## src/rtl/bxm_pkg.sv

```systemverilog
package bxm_pkg;

  typedef enum logic [2:0] {
    ST_IDLE,
    ST_SETUP,
    ST_CMD,
    ST_RECOVER,
    ST_HOLD
  } bxm_state_e;

  localparam int STROBE_N = 4;
  localparam int SI_MRD   = 0;
  localparam int SI_MWR   = 1;
  localparam int SI_IOR   = 2;
  localparam int SI_IOW   = 3;

  // one-hot, active-high strobe selection from {io, write}
  function automatic logic [STROBE_N-1:0] strobe_sel(input logic io, input logic wr);
    logic [STROBE_N-1:0] s;
    s = '0;
    s[{io, wr}] = 1'b1;
    return s;
  endfunction

endpackage

```

## src/rtl/bxm_sync.sv

```systemverilog
module bxm_sync #(
  parameter int   W       = 1,
  parameter int   STAGES  = 2,
  parameter logic RST_VAL = 1'b1
) (
  input  logic         clk,
  input  logic         rst_n,
  input  logic [W-1:0] d,
  output logic [W-1:0] q
);
  logic [W-1:0] stg [STAGES];

  always_ff @(posedge clk or negedge rst_n) begin
    if (!rst_n) begin
      for (int i = 0; i < STAGES; i++) stg[i] <= {W{RST_VAL}};
    end else begin
      stg[0] <= d;
      for (int i = 1; i < STAGES; i++) stg[i] <= stg[i-1];
    end
  end

  assign q = stg[STAGES-1];
endmodule

```

## src/rtl/bxm_down_timer.sv

```systemverilog
module bxm_down_timer #(
  parameter int W = 8
) (
  input  logic         clk,
  input  logic         rst_n,
  input  logic         load,
  input  logic [W-1:0] load_val,
  input  logic         dec,
  output logic         zero
);
  logic [W-1:0] cnt;

  always_ff @(posedge clk or negedge rst_n) begin
    if (!rst_n)                 cnt <= '0;
    else if (load)              cnt <= load_val;
    else if (dec && cnt != '0)  cnt <= cnt - 1'b1;
  end

  assign zero = (cnt == '0);
endmodule

```

## src/rtl/bxm_lock_window.sv

```systemverilog
module bxm_lock_window #(
  parameter int LOCK_MAX_CYC = 600
) (
  input  logic clk,
  input  logic rst_n,
  input  logic set_i,
  input  logic clr_i,
  output logic lock_o,
  output logic expire_o,
  output logic abort_o
);
  localparam int LW = $clog2(LOCK_MAX_CYC + 1);

  logic [LW-1:0] cnt;
  logic          drop;

  assign expire_o = lock_o && !clr_i && (cnt == LW'(LOCK_MAX_CYC - 1));
  assign drop     = expire_o || clr_i;

  always_ff @(posedge clk or negedge rst_n) begin
    if (!rst_n) begin
      lock_o  <= 1'b0;
      cnt     <= '0;
      abort_o <= 1'b0;
    end else begin
      abort_o <= expire_o;
      if (drop)       lock_o <= 1'b0;
      else if (set_i) lock_o <= 1'b1;
      if (lock_o && !drop) cnt <= cnt + 1'b1;
      else                 cnt <= '0;
    end
  end
endmodule

```

## src/rtl/bus_xfer_master.sv

```systemverilog
module bus_xfer_master
  import bxm_pkg::*;
#(
  parameter int ADDR_W       = 24,
  parameter int DATA_W       = 16,
  parameter int SETUP_CYC    = 3,
  parameter int HOLD_CYC     = 5,
  parameter int TIMEOUT_CYC  = 50000,
  parameter int LOCK_MAX_CYC = 600
) (
  input  logic              clk,
  input  logic              rst_n,
  input  logic              req_valid,
  output logic              req_ready,
  input  logic [ADDR_W-1:0] req_addr,
  input  logic [DATA_W-1:0] req_wdata,
  input  logic              req_wide,
  input  logic              req_io,
  input  logic              req_write,
  input  logic              req_lock,
  output logic              rsp_valid,
  output logic [DATA_W-1:0] rsp_rdata,
  output logic              rsp_err,
  output logic              lock_abort,
  output logic [ADDR_W-1:0] bus_adr_n,
  output logic              bus_adr_oe,
  output logic              bus_bhe_n,
  output logic [DATA_W-1:0] bus_dat_out_n,
  output logic              bus_dat_oe,
  input  logic [DATA_W-1:0] bus_dat_in_n,
  output logic              bus_mrd_n,
  output logic              bus_mwr_n,
  output logic              bus_ior_n,
  output logic              bus_iow_n,
  input  logic              bus_ack_n,
  output logic              bus_lock_n
);
  localparam int LANE_W = DATA_W / 2;
  localparam int PH_MAX = (SETUP_CYC > HOLD_CYC) ? SETUP_CYC : HOLD_CYC;
  localparam int PH_W   = $clog2(PH_MAX + 1);
  localparam int TO_W   = $clog2(TIMEOUT_CYC + 1);

  bxm_state_e state, state_n;

  logic [ADDR_W-1:0] cur_addr;
  logic [DATA_W-1:0] cur_wdata;
  logic              cur_wide, cur_io, cur_write, cur_lock;

  logic              accept;
  logic              ack_n_s, ack_s;
  logic              ph_load, ph_dec, ph_zero;
  logic [PH_W-1:0]   ph_val;
  logic              to_zero;
  logic              lk_set, lk_clr, lk_on, lk_expire;
  logic              rsp_fire, rsp_err_n;
  logic              drive, cmd_on;
  logic [DATA_W-1:0] rd_true, wd_lanes;
  logic [STROBE_N-1:0] sel, strobe_n;

  // acknowledge crosses from the bus domain
  bxm_sync #(.W(1), .STAGES(2), .RST_VAL(1'b1)) u_ack_sync (
    .clk(clk), .rst_n(rst_n), .d(bus_ack_n), .q(ack_n_s)
  );
  assign ack_s = !ack_n_s;

  // setup and lock-tail phase counter
  bxm_down_timer #(.W(PH_W)) u_phase (
    .clk(clk), .rst_n(rst_n), .load(ph_load), .load_val(ph_val),
    .dec(ph_dec), .zero(ph_zero)
  );

  // acknowledge timeout, reloaded whenever the strobe is not asserted
  bxm_down_timer #(.W(TO_W)) u_tmo (
    .clk(clk), .rst_n(rst_n), .load(state != ST_CMD),
    .load_val(TO_W'(TIMEOUT_CYC - 1)),
    .dec(state == ST_CMD), .zero(to_zero)
  );

  bxm_lock_window #(.LOCK_MAX_CYC(LOCK_MAX_CYC)) u_lockwin (
    .clk(clk), .rst_n(rst_n), .set_i(lk_set), .clr_i(lk_clr),
    .lock_o(lk_on), .expire_o(lk_expire), .abort_o(lock_abort)
  );

  assign req_ready = (state == ST_IDLE) && !lk_expire;
  assign accept    = req_valid && req_ready;
  assign lk_set    = accept && req_lock;
  assign lk_clr    = (state == ST_HOLD) && ph_zero;

  // read data, masked to the low lane for narrow transfers
  assign rd_true = cur_wide ? ~bus_dat_in_n
                            : {{(DATA_W-LANE_W){1'b0}}, ~bus_dat_in_n[LANE_W-1:0]};

  always_comb begin
    state_n   = state;
    ph_load   = 1'b0;
    ph_val    = PH_W'(SETUP_CYC - 1);
    rsp_fire  = 1'b0;
    rsp_err_n = 1'b0;
    unique case (state)
      ST_IDLE: begin
        if (accept) begin
          state_n = ST_SETUP;
          ph_load = 1'b1;
        end
      end
      ST_SETUP: begin
        if (lk_expire) begin
          state_n   = ST_RECOVER;
          rsp_fire  = 1'b1;
          rsp_err_n = 1'b1;
        end else if (ph_zero) begin
          state_n = ST_CMD;
        end
      end
      ST_CMD: begin
        if (lk_expire || ack_s || to_zero) begin
          state_n   = ST_RECOVER;
          rsp_fire  = 1'b1;
          rsp_err_n = lk_expire || !ack_s;
        end
      end
      ST_RECOVER: begin
        if (!ack_s) begin
          if (lk_on && !cur_lock) begin
            state_n = ST_HOLD;
            ph_load = 1'b1;
            ph_val  = PH_W'(HOLD_CYC - 1);
          end else begin
            state_n = ST_IDLE;
          end
        end
      end
      ST_HOLD: begin
        if (ph_zero) state_n = ST_IDLE;
      end
      default: state_n = ST_IDLE;
    endcase
  end

  assign ph_dec = ((state == ST_SETUP) || (state == ST_HOLD)) && !ph_zero;

  always_ff @(posedge clk or negedge rst_n) begin
    if (!rst_n) begin
      state     <= ST_IDLE;
      cur_addr  <= '0;
      cur_wdata <= '0;
      cur_wide  <= 1'b0;
      cur_io    <= 1'b0;
      cur_write <= 1'b0;
      cur_lock  <= 1'b0;
      rsp_valid <= 1'b0;
      rsp_rdata <= '0;
      rsp_err   <= 1'b0;
    end else begin
      state     <= state_n;
      rsp_valid <= rsp_fire;
      if (accept) begin
        cur_addr  <= req_addr;
        cur_wdata <= req_wdata;
        cur_wide  <= req_wide;
        cur_io    <= req_io;
        cur_write <= req_write;
        cur_lock  <= req_lock;
      end
      if (rsp_fire) begin
        rsp_err   <= rsp_err_n;
        rsp_rdata <= (cur_write || rsp_err_n) ? '0 : rd_true;
      end
    end
  end

  // bus line decode from registered state
  assign drive  = (state == ST_SETUP) || (state == ST_CMD);
  assign cmd_on = (state == ST_CMD);

  assign wd_lanes = cur_wide ? cur_wdata
                             : {{(DATA_W-LANE_W){1'b0}}, cur_wdata[LANE_W-1:0]};

  assign bus_adr_oe    = drive;
  assign bus_adr_n     = drive ? ~cur_addr : '1;
  assign bus_bhe_n     = !(drive && cur_wide);
  assign bus_dat_oe    = drive && cur_write;
  assign bus_dat_out_n = bus_dat_oe ? ~wd_lanes : '1;
  assign bus_lock_n    = !lk_on;

  assign sel = strobe_sel(cur_io, cur_write);

  for (genvar g = 0; g < STROBE_N; g++) begin : g_strobe
    assign strobe_n[g] = !(cmd_on && sel[g]);
  end

  assign bus_mrd_n = strobe_n[SI_MRD];
  assign bus_mwr_n = strobe_n[SI_MWR];
  assign bus_ior_n = strobe_n[SI_IOR];
  assign bus_iow_n = strobe_n[SI_IOW];
endmodule

```

## config.mk

```make
export PLATFORM = sky130hd
export DESIGN_NAME = bus_xfer_master
export DESIGN_NICKNAME = d
export VERILOG_FILES = /design/src/rtl/bxm_pkg.sv /design/src/rtl/bxm_sync.sv /design/src/rtl/bxm_down_timer.sv /design/src/rtl/bxm_lock_window.sv /design/src/rtl/bus_xfer_master.sv
export SDC_FILE = /design/constraint.sdc
export NUM_CORES = 1
export LEC_CHECK = 0
export BUFFER_PORTS_ARGS = -buffer_cell sky130_fd_sc_hd__buf_2
export CORE_UTILIZATION = 30
export CTS_BUF_LIST = sky130_fd_sc_hd__clkbuf_4 sky130_fd_sc_hd__clkbuf_8 sky130_fd_sc_hd__clkbuf_16
export CTS_CLUSTER_SIZE = 40
export DETAILED_ROUTE_END_ITERATION = 10
export PLACE_DENSITY = 0.53
export SLEW_MARGIN = 25
export SYNTH_ARGS = -nofsm -noshare
export SYNTH_HDL_FRONTEND = slang
export SYNTH_HIERARCHICAL = 1
export SYNTH_SLANG_ARGS = --single-unit
```

## constraint.sdc

```tcl
create_clock -name clk -period 2.9 [get_ports clk]
set_input_delay 0.87 -clock clk [delete_from_list [all_inputs] [get_ports clk]]
set_output_delay 0.87 -clock clk [all_outputs]
set_load 0.1 [all_outputs]
```

* Yosys cells after proc, flatten, opt, wreduce, memory -nomap -nowiden
Cells that the tools add are included.
** Operators by class
- $add $sub $neg :: 3
- $mul :: 0
- Divide/modulo/power cells :: 0
- Order comparisons :: 2
- Equal/unequal tests :: 11
- Shifts and indexed selects :: 0
- Multiplexer cells :: 34
- Bitwise gates (word level) :: 4
- Reduce and logical (&&, ||, !) cells :: 46
** Operators by type and width (count)
- 16-bit 2-to-1 mux :: 6
- 3-bit 2-to-1 mux :: 12
- 16-bit NOT :: 2
- 24-bit 2-to-1 mux :: 1
- 24-bit NOT :: 1
- 1-bit logical AND :: 18
- 16-bit zero test :: 1
- 16-bit nonzero test :: 1
- 16-bit by 1-bit subtractor with 16-bit output (second input constant) :: 1
- 3-bit case mux with 5 select lines :: 1
- 1-bit zero test :: 12
- 10-bit by 1-bit adder with 10-bit output (second input constant) :: 1
- 10-bit equality test (second input constant) :: 1
- 10-bit 2-to-1 mux :: 1
- 1-bit 2-to-1 mux :: 9
- 8-bit NOT :: 1
- 1-bit logical OR :: 7
- 3-bit by 2-bit equality test with 1-bit output (second input constant) :: 2
- 3-bit zero test :: 2
- 1-bit case mux with 2 select lines :: 3
- 2-bit nonzero test :: 3
- 5-bit AND reduction :: 1
- 2-bit by 1-bit inequality test with 1-bit output (second input constant) :: 2
- 2-bit inequality test (second input constant) :: 2
- other kinds (9) :: 9
** Storage, ports and cells
- Register bits after elaboration :: 98
- Bits in latches :: 0
- Bits in writable memories :: 0
- Bits in read-only memories :: 0
- Input port bits :: 64
- Output and inout bits :: 68
- Memories :: 0

* Logic depth before layout (Yosys ltp)
Gate-level depths: netlist of run 1.
- Word-level depth :: 11
- Gate-level depth with buffers :: 12

* By module
Netlist of run 1, hierarchy kept.
** Modules (own cells, without submodules)
- bus_xfer_master :: instances 1, cells an instance 251, area an instance 2922.8 µm²
- bxm_down_timer at u_tmo :: instances 1, cells an instance 124, area an instance 1063.5 µm²
- bxm_lock_window :: instances 1, cells an instance 55, area an instance 569.3 µm²
- bxm_down_timer at u_phase :: instances 1, cells an instance 19, area an instance 190.2 µm²
- bxm_sync :: instances 1, cells an instance 2, area an instance 52.6 µm²

* Worst setup path after synthesis of run 1
OpenSTA, ideal clock, no wires.
- Kind :: reg-to-output
- From :: register state[1]
- To :: output bus_dat_out_n[0]
- Arrival time :: 3.029 ns
- Slack :: -0.999 ns
- Stages on the path, launching flop included :: 7
- Buffers on the path :: 2
- Cell sequence :: dfrtp_1 buf_2 xnor2_2 nor2_2 and2_1 clkbuf_1 nand2_1
** On the way
- Word-level cells in the longest chain between the ends :: 4
- Elaborated cells on any way between the ends :: 5
- Those cells by class :: eq/ne (2); mux (1); reduce/logical (2)
** RTL lines
- from (decl) :: RTL line bus_xfer_master.sv:43 : bxm_state_e state, state_n;
- from (signal assigned) :: RTL line bus_xfer_master.sv:155 : state <= state_n;
- 3-bit by 1-bit equality test with 1-bit output / 3-bit by 2-bit equality test with 1-bit output (equally long branches) :: RTL line bus_xfer_master.sv:173 : assign drive = (state == ST_SETUP) || (state == ST_CMD);
- 1-bit logical OR * :: RTL line bus_xfer_master.sv:173
- 1-bit logical AND * :: RTL line bus_xfer_master.sv:182 : assign bus_dat_oe = drive && cur_write;
- named net bus_dat_oe :: RTL line bus_xfer_master.sv:29 : output logic bus_dat_oe,
- 16-bit 2-to-1 mux * :: RTL line bus_xfer_master.sv:183 : assign bus_dat_out_n = bus_dat_oe ? ~wd_lanes : '1;
- to (decl) :: RTL line bus_xfer_master.sv:28 : output logic [DATA_W-1:0] bus_dat_out_n,
Mark *: on every way through the listed nets, which the timed path passes. The rest lies on a longest branch.

* Worst setup path in the final report of run 1
- From :: register u_phase.cnt[0]
- To :: output req_ready
** On the way
- Word-level cells in the longest chain between the ends :: 7
** RTL lines
- from (decl) :: RTL line bxm_down_timer.sv:11 : logic [W-1:0] cnt;
- from (signal assigned) :: RTL line bxm_down_timer.sv:15 : else if (load) cnt <= load_val;
- from (signal assigned) :: RTL line bxm_down_timer.sv:16 : else if (dec && cnt != '0) cnt <= cnt - 1'b1;
- 3-bit zero test :: RTL line bxm_down_timer.sv:19 : assign zero = (cnt == '0);
- named net ph_zero :: RTL line bus_xfer_master.sv:51 : logic ph_load, ph_dec, ph_zero;
- 1-bit logical AND :: RTL line bus_xfer_master.sv:87 : assign lk_clr = (state == ST_HOLD) && ph_zero;
- named net lk_clr :: RTL line bus_xfer_master.sv:54 : logic lk_set, lk_clr, lk_on, lk_expire;
- 1-bit zero test :: RTL line bxm_lock_window.sv:17 : assign expire_o = lock_o && !clr_i && (cnt == LW'(LOCK_MAX_CYC - 1));
- 1-bit logical AND (2 in a row) :: RTL line bxm_lock_window.sv:17
- named net lk_expire :: RTL line bus_xfer_master.sv:54
- 1-bit zero test :: RTL line bus_xfer_master.sv:84 : assign req_ready = (state == ST_IDLE) && !lk_expire;
- 1-bit logical AND :: RTL line bus_xfer_master.sv:84
- to (decl) :: RTL line bus_xfer_master.sv:14 : output logic req_ready,
The timed path passes the listed nets, and every way through them passes these cells.

==> qor.txt, run 1 <==
DP HPWL -> 8370 µm
initial antenna violation count -> 0
Starting Density -> 31.1%
CTS tree -> yes
mapped cell area -> 0.00480 mm²
Mapped Cells -> 451
CP Class -> flip-flop to output pin
share of the yosys chip area belonging to registers -> 51.2%
#FFs+latches synth -> 98
Worst path top cell family by delay -> simple AND/OR/NAND/NOR gates
Worst Max-Slew Pin Slew -> 0.568 ns
first-pass GRT wire length -> 19100 µm
clk slew on worst S/H paths -> 0.07 ns
setup TNS -> -0.134 ns
slowest stage delay, CP -> 0.39 ns
dominant cells by area after synthesis -> dfrtp_1 (50%), mux2_1 (10%), nand2_1 (5.2%)
number of flops mapped to enable cells by yosys -> 0
FF-to-FF path depth -> 12
total wire length -> 11600 µm
die area -> 0.0165 mm²
Yosys cell types -> 65
Boundary Pins -> 132
I/O Buffers -> 131
count of final setup violators -> 1
clock root buffer -> clkbuf_16
crit path time final -> 3.03 ns
r2r endpoint -> rsp_rdata[5]
per-cell routed wire length -> 14.0 µm
largest area contributor in the netlist -> dfrtp_1
CP endpoint kind -> output pin
Fmax -> 330 MHz
Synth Warn # -> 6
layout cells sized above 1 -> 35.4%
Via density -> 4.81
Fin. Hold Viols -> 0
Worst R2R Start -> u_phase/cnt[0]
R2R setup slack -> 0.19 ns
Hold WC Path Type -> flip-flop to flip-flop
Avg Inst Size Synth -> 10.6 µm²
Setup crit start kind -> flip-flop
Pins Over Slew Limit -> 0
CP max-delay cell -> dfrtp_1
unrepaired setup endpoints after global routing -> yes
clk sink count -> 98
CTS buffer count -> 9
DR vias -> 3981
drt pass-1 iters -> 4
H-tree depth -> 3
CP bufs+invs -> 3
fin crit share -> 105%
top_reg_cell synth -> dfrtp_1
RePlAce Congestion -> 0.750
most common cell in the netlist -> dfrtp_1
vias in the first global route -> 3841
failing checks -> setup timing
# diodes -> 0
Slew Limit Headroom -> 61.8%
# Max-Cap Violations -> 0
Core Area -> 0.0154 mm²
Final Skew -> 0.00792 ns
Yosys top cell area share -> 50.1%
Area growth syn-to-layout -> 32.7%
total gr overflow -> 0
crit-path max FO -> 3
CP Cell Sequence -> inv_1 -> ha_2 -> ha_4 -> and3_4 -> and2b_1 -> and2_4 -> nor4_4 -> buf_4 -> buf_12
initial DRC count -> 207
worst skew pair latency -> 0.35 ns
Critical Path AT -> 2.16 ns
largest net degree at the start of global routing -> 46
Site Rows -> 45
# DRC -> 0
asr flop ratio synth -> 100%
nets@finish -> 679
GR Util All Layers -> 14.9%
Hold EP -> u_ack_sync/q
chip width -> 128 µm
Post-synth top cells -> dfrtp_1 (96), nand2_1 (66), mux2_1 (44)
hold depth -> 0
Final WS setup -> -0.134 ns
Bufs on Longest Clock Path -> 2
post-route ant nets -> 0
hold_sp -> u_ack_sync/stg[1]
Req. time, crit path -> 2.03 ns
status -> finished, violations left
Chip Height -> 128 µm
[worst max-delay path by stage]
| stage | from | end | cells after the start |
|---|---|---|---|
| after global placement | u_phase/cnt[0] | req_ready | 8 |
| after CTS | u_phase/cnt[0] | req_ready | 9 |
| after floorplan | u_phase/cnt[0] | cur_write | 10 |
| after global routing | u_phase/cnt[0] | req_ready | 9 |
| final | u_phase/cnt[0] | req_ready | 9 |
| after detailed placement | u_phase/cnt[0] | req_ready | 8 |
[final cells by class]
type	instances	area, µm²
Sequential cell	98	2450
Tap cell	211	264
Clock buffer	10	233
Clock inverter	6	66.3
Fill cell	1559	9060
Timing Repair Buffer	157	966
Inverter	14	55.1
Multi-Input combinational cell	331	2330
[per-stage QoR]
| stage | hold WS (ns) | setup slack, ns | instance area (µm²) | utilization, % | std cells |
|---|---|---|---|---|---|
| after CTS | 0.366 | -0.230 | 6350 | 41.2 | 826 |
| after floorplan | 0.345 | -0.463 | 4990 | - | 466 |
| after global routing | 0.362 | -0.247 | 6370 | 41.3 | 827 |
| after global placement | 0.354 | 0.158 | 6000 | 38.9 | 808 |
| after detailed placement | 0.359 | 0.127 | 6000 | 38.9 | 808 |
| final | 0.363 | -0.134 | 6370 | 41.3 | 827 |
[logic make-up after synthesis]
| family | Yosys count | synth area share, % |
|---|---|---|
| simple gates | 169 | 19.0 |
| other cells | 2 | 0.157 |
| buf+inv | 37 | 3.57 |
| flops | 98 | 51.2 |
| mux | 48 | 11.3 |
| fa+ha+maj | 4 | 1.04 |
| xor+xnor | 6 | 1.25 |
| compound gates | 87 | 12.6 |
[placed cells by master (no fill, tap or decap), drive strengths merged, types with 5 or more instances in the layout]
master and n:
buf 157, dfrtp 96, nand2 66, mux2 45, o21ai 32, nor2 24, conb 17, inv 15
a21oi 14, o31ai 13, o41ai 11, nor2b 10, clkbuf 10, nor3 9, nand4 7, or3 7
nand3 7, or4 7, a31oi 6, and2 5, or4b 5, nor4 5
[timing repair]
item	4_1_cts	5_1_grt
hold endpoints to repair	0	0
pin swaps	2	1
setup endpoints to repair	18	13
hold buffers	0	0
gates resized for setup	17	2
setup buffers	2	1
[sequential cells by signal, summed over array words and instances, names as in the netlist, 3 cells and up]
signal and cells:
u_tmo/cnt 16, u_lockwin/cnt 10, rsp_rdata 16, u_phase/cnt 3
cur_addr 24, cur_wdata 16, state 3
[worst register-to-register path, delay by kind of cell (launching register included)]
family,cells,cell delay [ns]
buffers and inverters,3,0.45
adders and majority gates,2,0.31
DFF,1,0.39
and+or+nand+nor,5,1.14
AOI/OAI and AO/OA,2,0.30
[metal layers]
| layer | up-vias | track usage (%) | wire length [µm] |
|---|---|---|---|
| met5 | - | 0 | 0 |
| met4 | 0 | 6.02 | 188 |
| met3 | 12 | 4.57 | 830 |
| met2 | 128 | 23.0 | 5320 |
| met1 | 1914 | 19.4 | 5250 |
| li1 | 1927 | - | - |
Power of run 1 is not shown: default switching activity piles up to over one toggle a cycle in this logic, so the estimate is an artifact.
==> run 2: changes to the inputs <==
--- a/config.mk
+++ b/config.mk
@@ -6,11 +6,11 @@
 export NUM_CORES = 1
 export LEC_CHECK = 0
 export BUFFER_PORTS_ARGS = -buffer_cell sky130_fd_sc_hd__buf_2
-export CORE_UTILIZATION = 30
+export CORE_UTILIZATION = 47
 export CTS_BUF_LIST = sky130_fd_sc_hd__clkbuf_4 sky130_fd_sc_hd__clkbuf_8 sky130_fd_sc_hd__clkbuf_16
 export CTS_CLUSTER_SIZE = 40
 export DETAILED_ROUTE_END_ITERATION = 10
-export PLACE_DENSITY = 0.53
+export PLACE_DENSITY = 0.77
 export SLEW_MARGIN = 25
 export SYNTH_ARGS = -nofsm -noshare
 export SYNTH_HDL_FRONTEND = slang
==> qor.txt, run 2 (synthesis results as in run 1) <==
status -> finished, violations left (unchanged)
failing checks -> setup timing (unchanged)
chip width -> 103 µm (was 128 µm)
Via density -> 5.32 (was 4.81)
vias in the first global route -> 3894 (was 3841)
max FFs per register -> 24 (unchanged)
unrepaired setup endpoints after global routing -> yes (unchanged)
hold slack -> 0.362 ns (was 0.363 ns)
Fmax -> 339 MHz (was 330 MHz)
clk slew on worst S/H paths -> 0.10 ns (was 0.07 ns)
fin crit share -> 102% (was 105%)
Core Area -> 0.00982 mm² (was 0.0154 mm²)
CTS buffer count -> 9 (unchanged)
die area -> 0.0106 mm² (was 0.0165 mm²)
crit path time final -> 2.95 ns (was 3.03 ns)
# DRC -> 0 (unchanged)
post-route ant nets -> 0 (unchanged)
nets@finish -> 685 (was 679)
Bufs on Longest Clock Path -> 2 (unchanged)
clk sink count -> 98 (unchanged)
Setup crit start kind -> flip-flop (unchanged)
total gr overflow -> 0 (unchanged)
DP HPWL -> 7990 µm (was 8370 µm)
GR Util All Layers -> 22.0% (was 14.9%)
initial antenna violation count -> 0 (unchanged)
Largest Register -> cur_addr (unchanged)
crit-path max FO -> 2 (was 3)
Boundary Pins -> 132 (unchanged)
per-cell routed wire length -> 14.8 µm (was 14.0 µm)
worst skew pair latency -> 0.36 ns (was 0.35 ns)
Final WS setup -> -0.0499 ns (was -0.134 ns)
# diodes -> 0 (unchanged)
initial DRC count -> 207 (unchanged)
RePlAce Congestion -> 0.839 (was 0.750)
count of final setup violators -> 1 (unchanged)
CTS tree -> yes (unchanged)
Area growth syn-to-layout -> 30.1% (was 32.7%)
most frequent cells in the layout -> buf_2 (109), dfrtp_1 (96), nand2_1 (55) (was buf_2 (110), dfrtp_1 (96), nand2_1 (55))
Pins Over Slew Limit -> 0 (unchanged)
layout cells sized above 1 -> 36.8% (was 35.4%)
Hold WC Path Type -> flip-flop to flip-flop (unchanged)
Final Skew -> 0.0132 ns (was 0.00792 ns)
Critical Path AT -> 2.08 ns (was 2.16 ns)
CP Class -> flip-flop to output pin (unchanged)
H-tree depth -> 3 (unchanged)
DR vias -> 4018 (was 3981)
I/O Buffers -> 131 (unchanged)
clock root buffer -> clkbuf_8 (was clkbuf_16)
CP endpoint kind -> output pin (unchanged)
largest net degree at the start of global routing -> 78 (was 46)
commonest non-fill, non-tap cell in the layout -> buf_2 (unchanged)
# Max-Cap Violations -> 0 (unchanged)
Setup WS pre-CTS -> 0.0828 ns (was 0.127 ns)
drt pass-1 iters -> 4 (unchanged)
first-pass GRT wire length -> 18300 µm (was 19100 µm)
Req. time, crit path -> 2.03 ns (about the same)
Chip Height -> 103 µm (was 128 µm)
Site Rows -> 36 (was 45)
total wire length -> 11200 µm (was 11600 µm)
Starting Density -> 48.9% (was 31.1%)
Fin. Hold Viols -> 0 (unchanged)
## run 2: critical path, stage by stage (launching register included)
cell and delay (ns):
dfrtp_1 0.39, inv_2 0.09, ha_4 0.14, ha_4 0.12
and3_4 0.18, and2b_1 0.19, and2_4 0.17, nor4_4 0.12
buf_4 0.17, buf_12 0.17
## run 2: layout make-up
| cell class | count | area [µm²] |
|---|---|---|
| well taps | 133 | 166 |
| clock buffers | 12 | 146 |
| clock inverters | 4 | 51.3 |
| multi-input cells | 331 | 2360 |
| fillers | 843 | 3580 |
| repair buffers | 163 | 1010 |
| flip-flops and latches | 98 | 2450 |
| inverters | 14 | 55.1 |
## run 2: through the flow
step	util [%]	std cells	TNS (ns)	area [µm²]
global placement	59.9	727	0	5880
global route	63.6	755	-0.161	6240
finish	63.6	755	-0.0499	6240
CTS	62.2	747	-3.87	6110
detailed placement	59.9	727	0	5880
floorplan	-	466	-21.55	4990
## run 2: metal layers
metal  GRT usage, %  routed length, µm  part of all wire (%)  up-vias
li1               -                  -                     -     1931
met1           28.7               4960                    44     1947
met2           37.0               5490                    49      129
met3           4.95                636                   5.7       11
met4           6.18                109                  0.97        0
met5              0                  0                     0        -
## run 2: repair_timing
item	in CTS	in global routing
pin swaps	3	3
setup buffers	4	8
gates cloned	0	0
endpoints found under the setup margin	37	44
gates resized for setup	1	30
hold buffers	0	0
## run 2: final timing paths
kind / startpoint / endpoint / slack (ns) / depth (start not counted)
worst max-delay path: u_phase/cnt[1] / req_ready / -0.05 / 9
worst min-delay path: u_ack_sync/stg[1] / u_ack_sync/q / 0.36 / 0
worst max register to register: u_phase/cnt[1] / rsp_err / 0.09 / 13
worst min register to register: u_ack_sync/stg[1] / u_ack_sync/q / 0.36 / 0
max in group asynchronous: rst_n / u_ack_sync/q / 1.79 / 2
min in group asynchronous: rst_n / cur_addr[7] / 0.39 / 1
Power of run 2 is left out for the same reason.
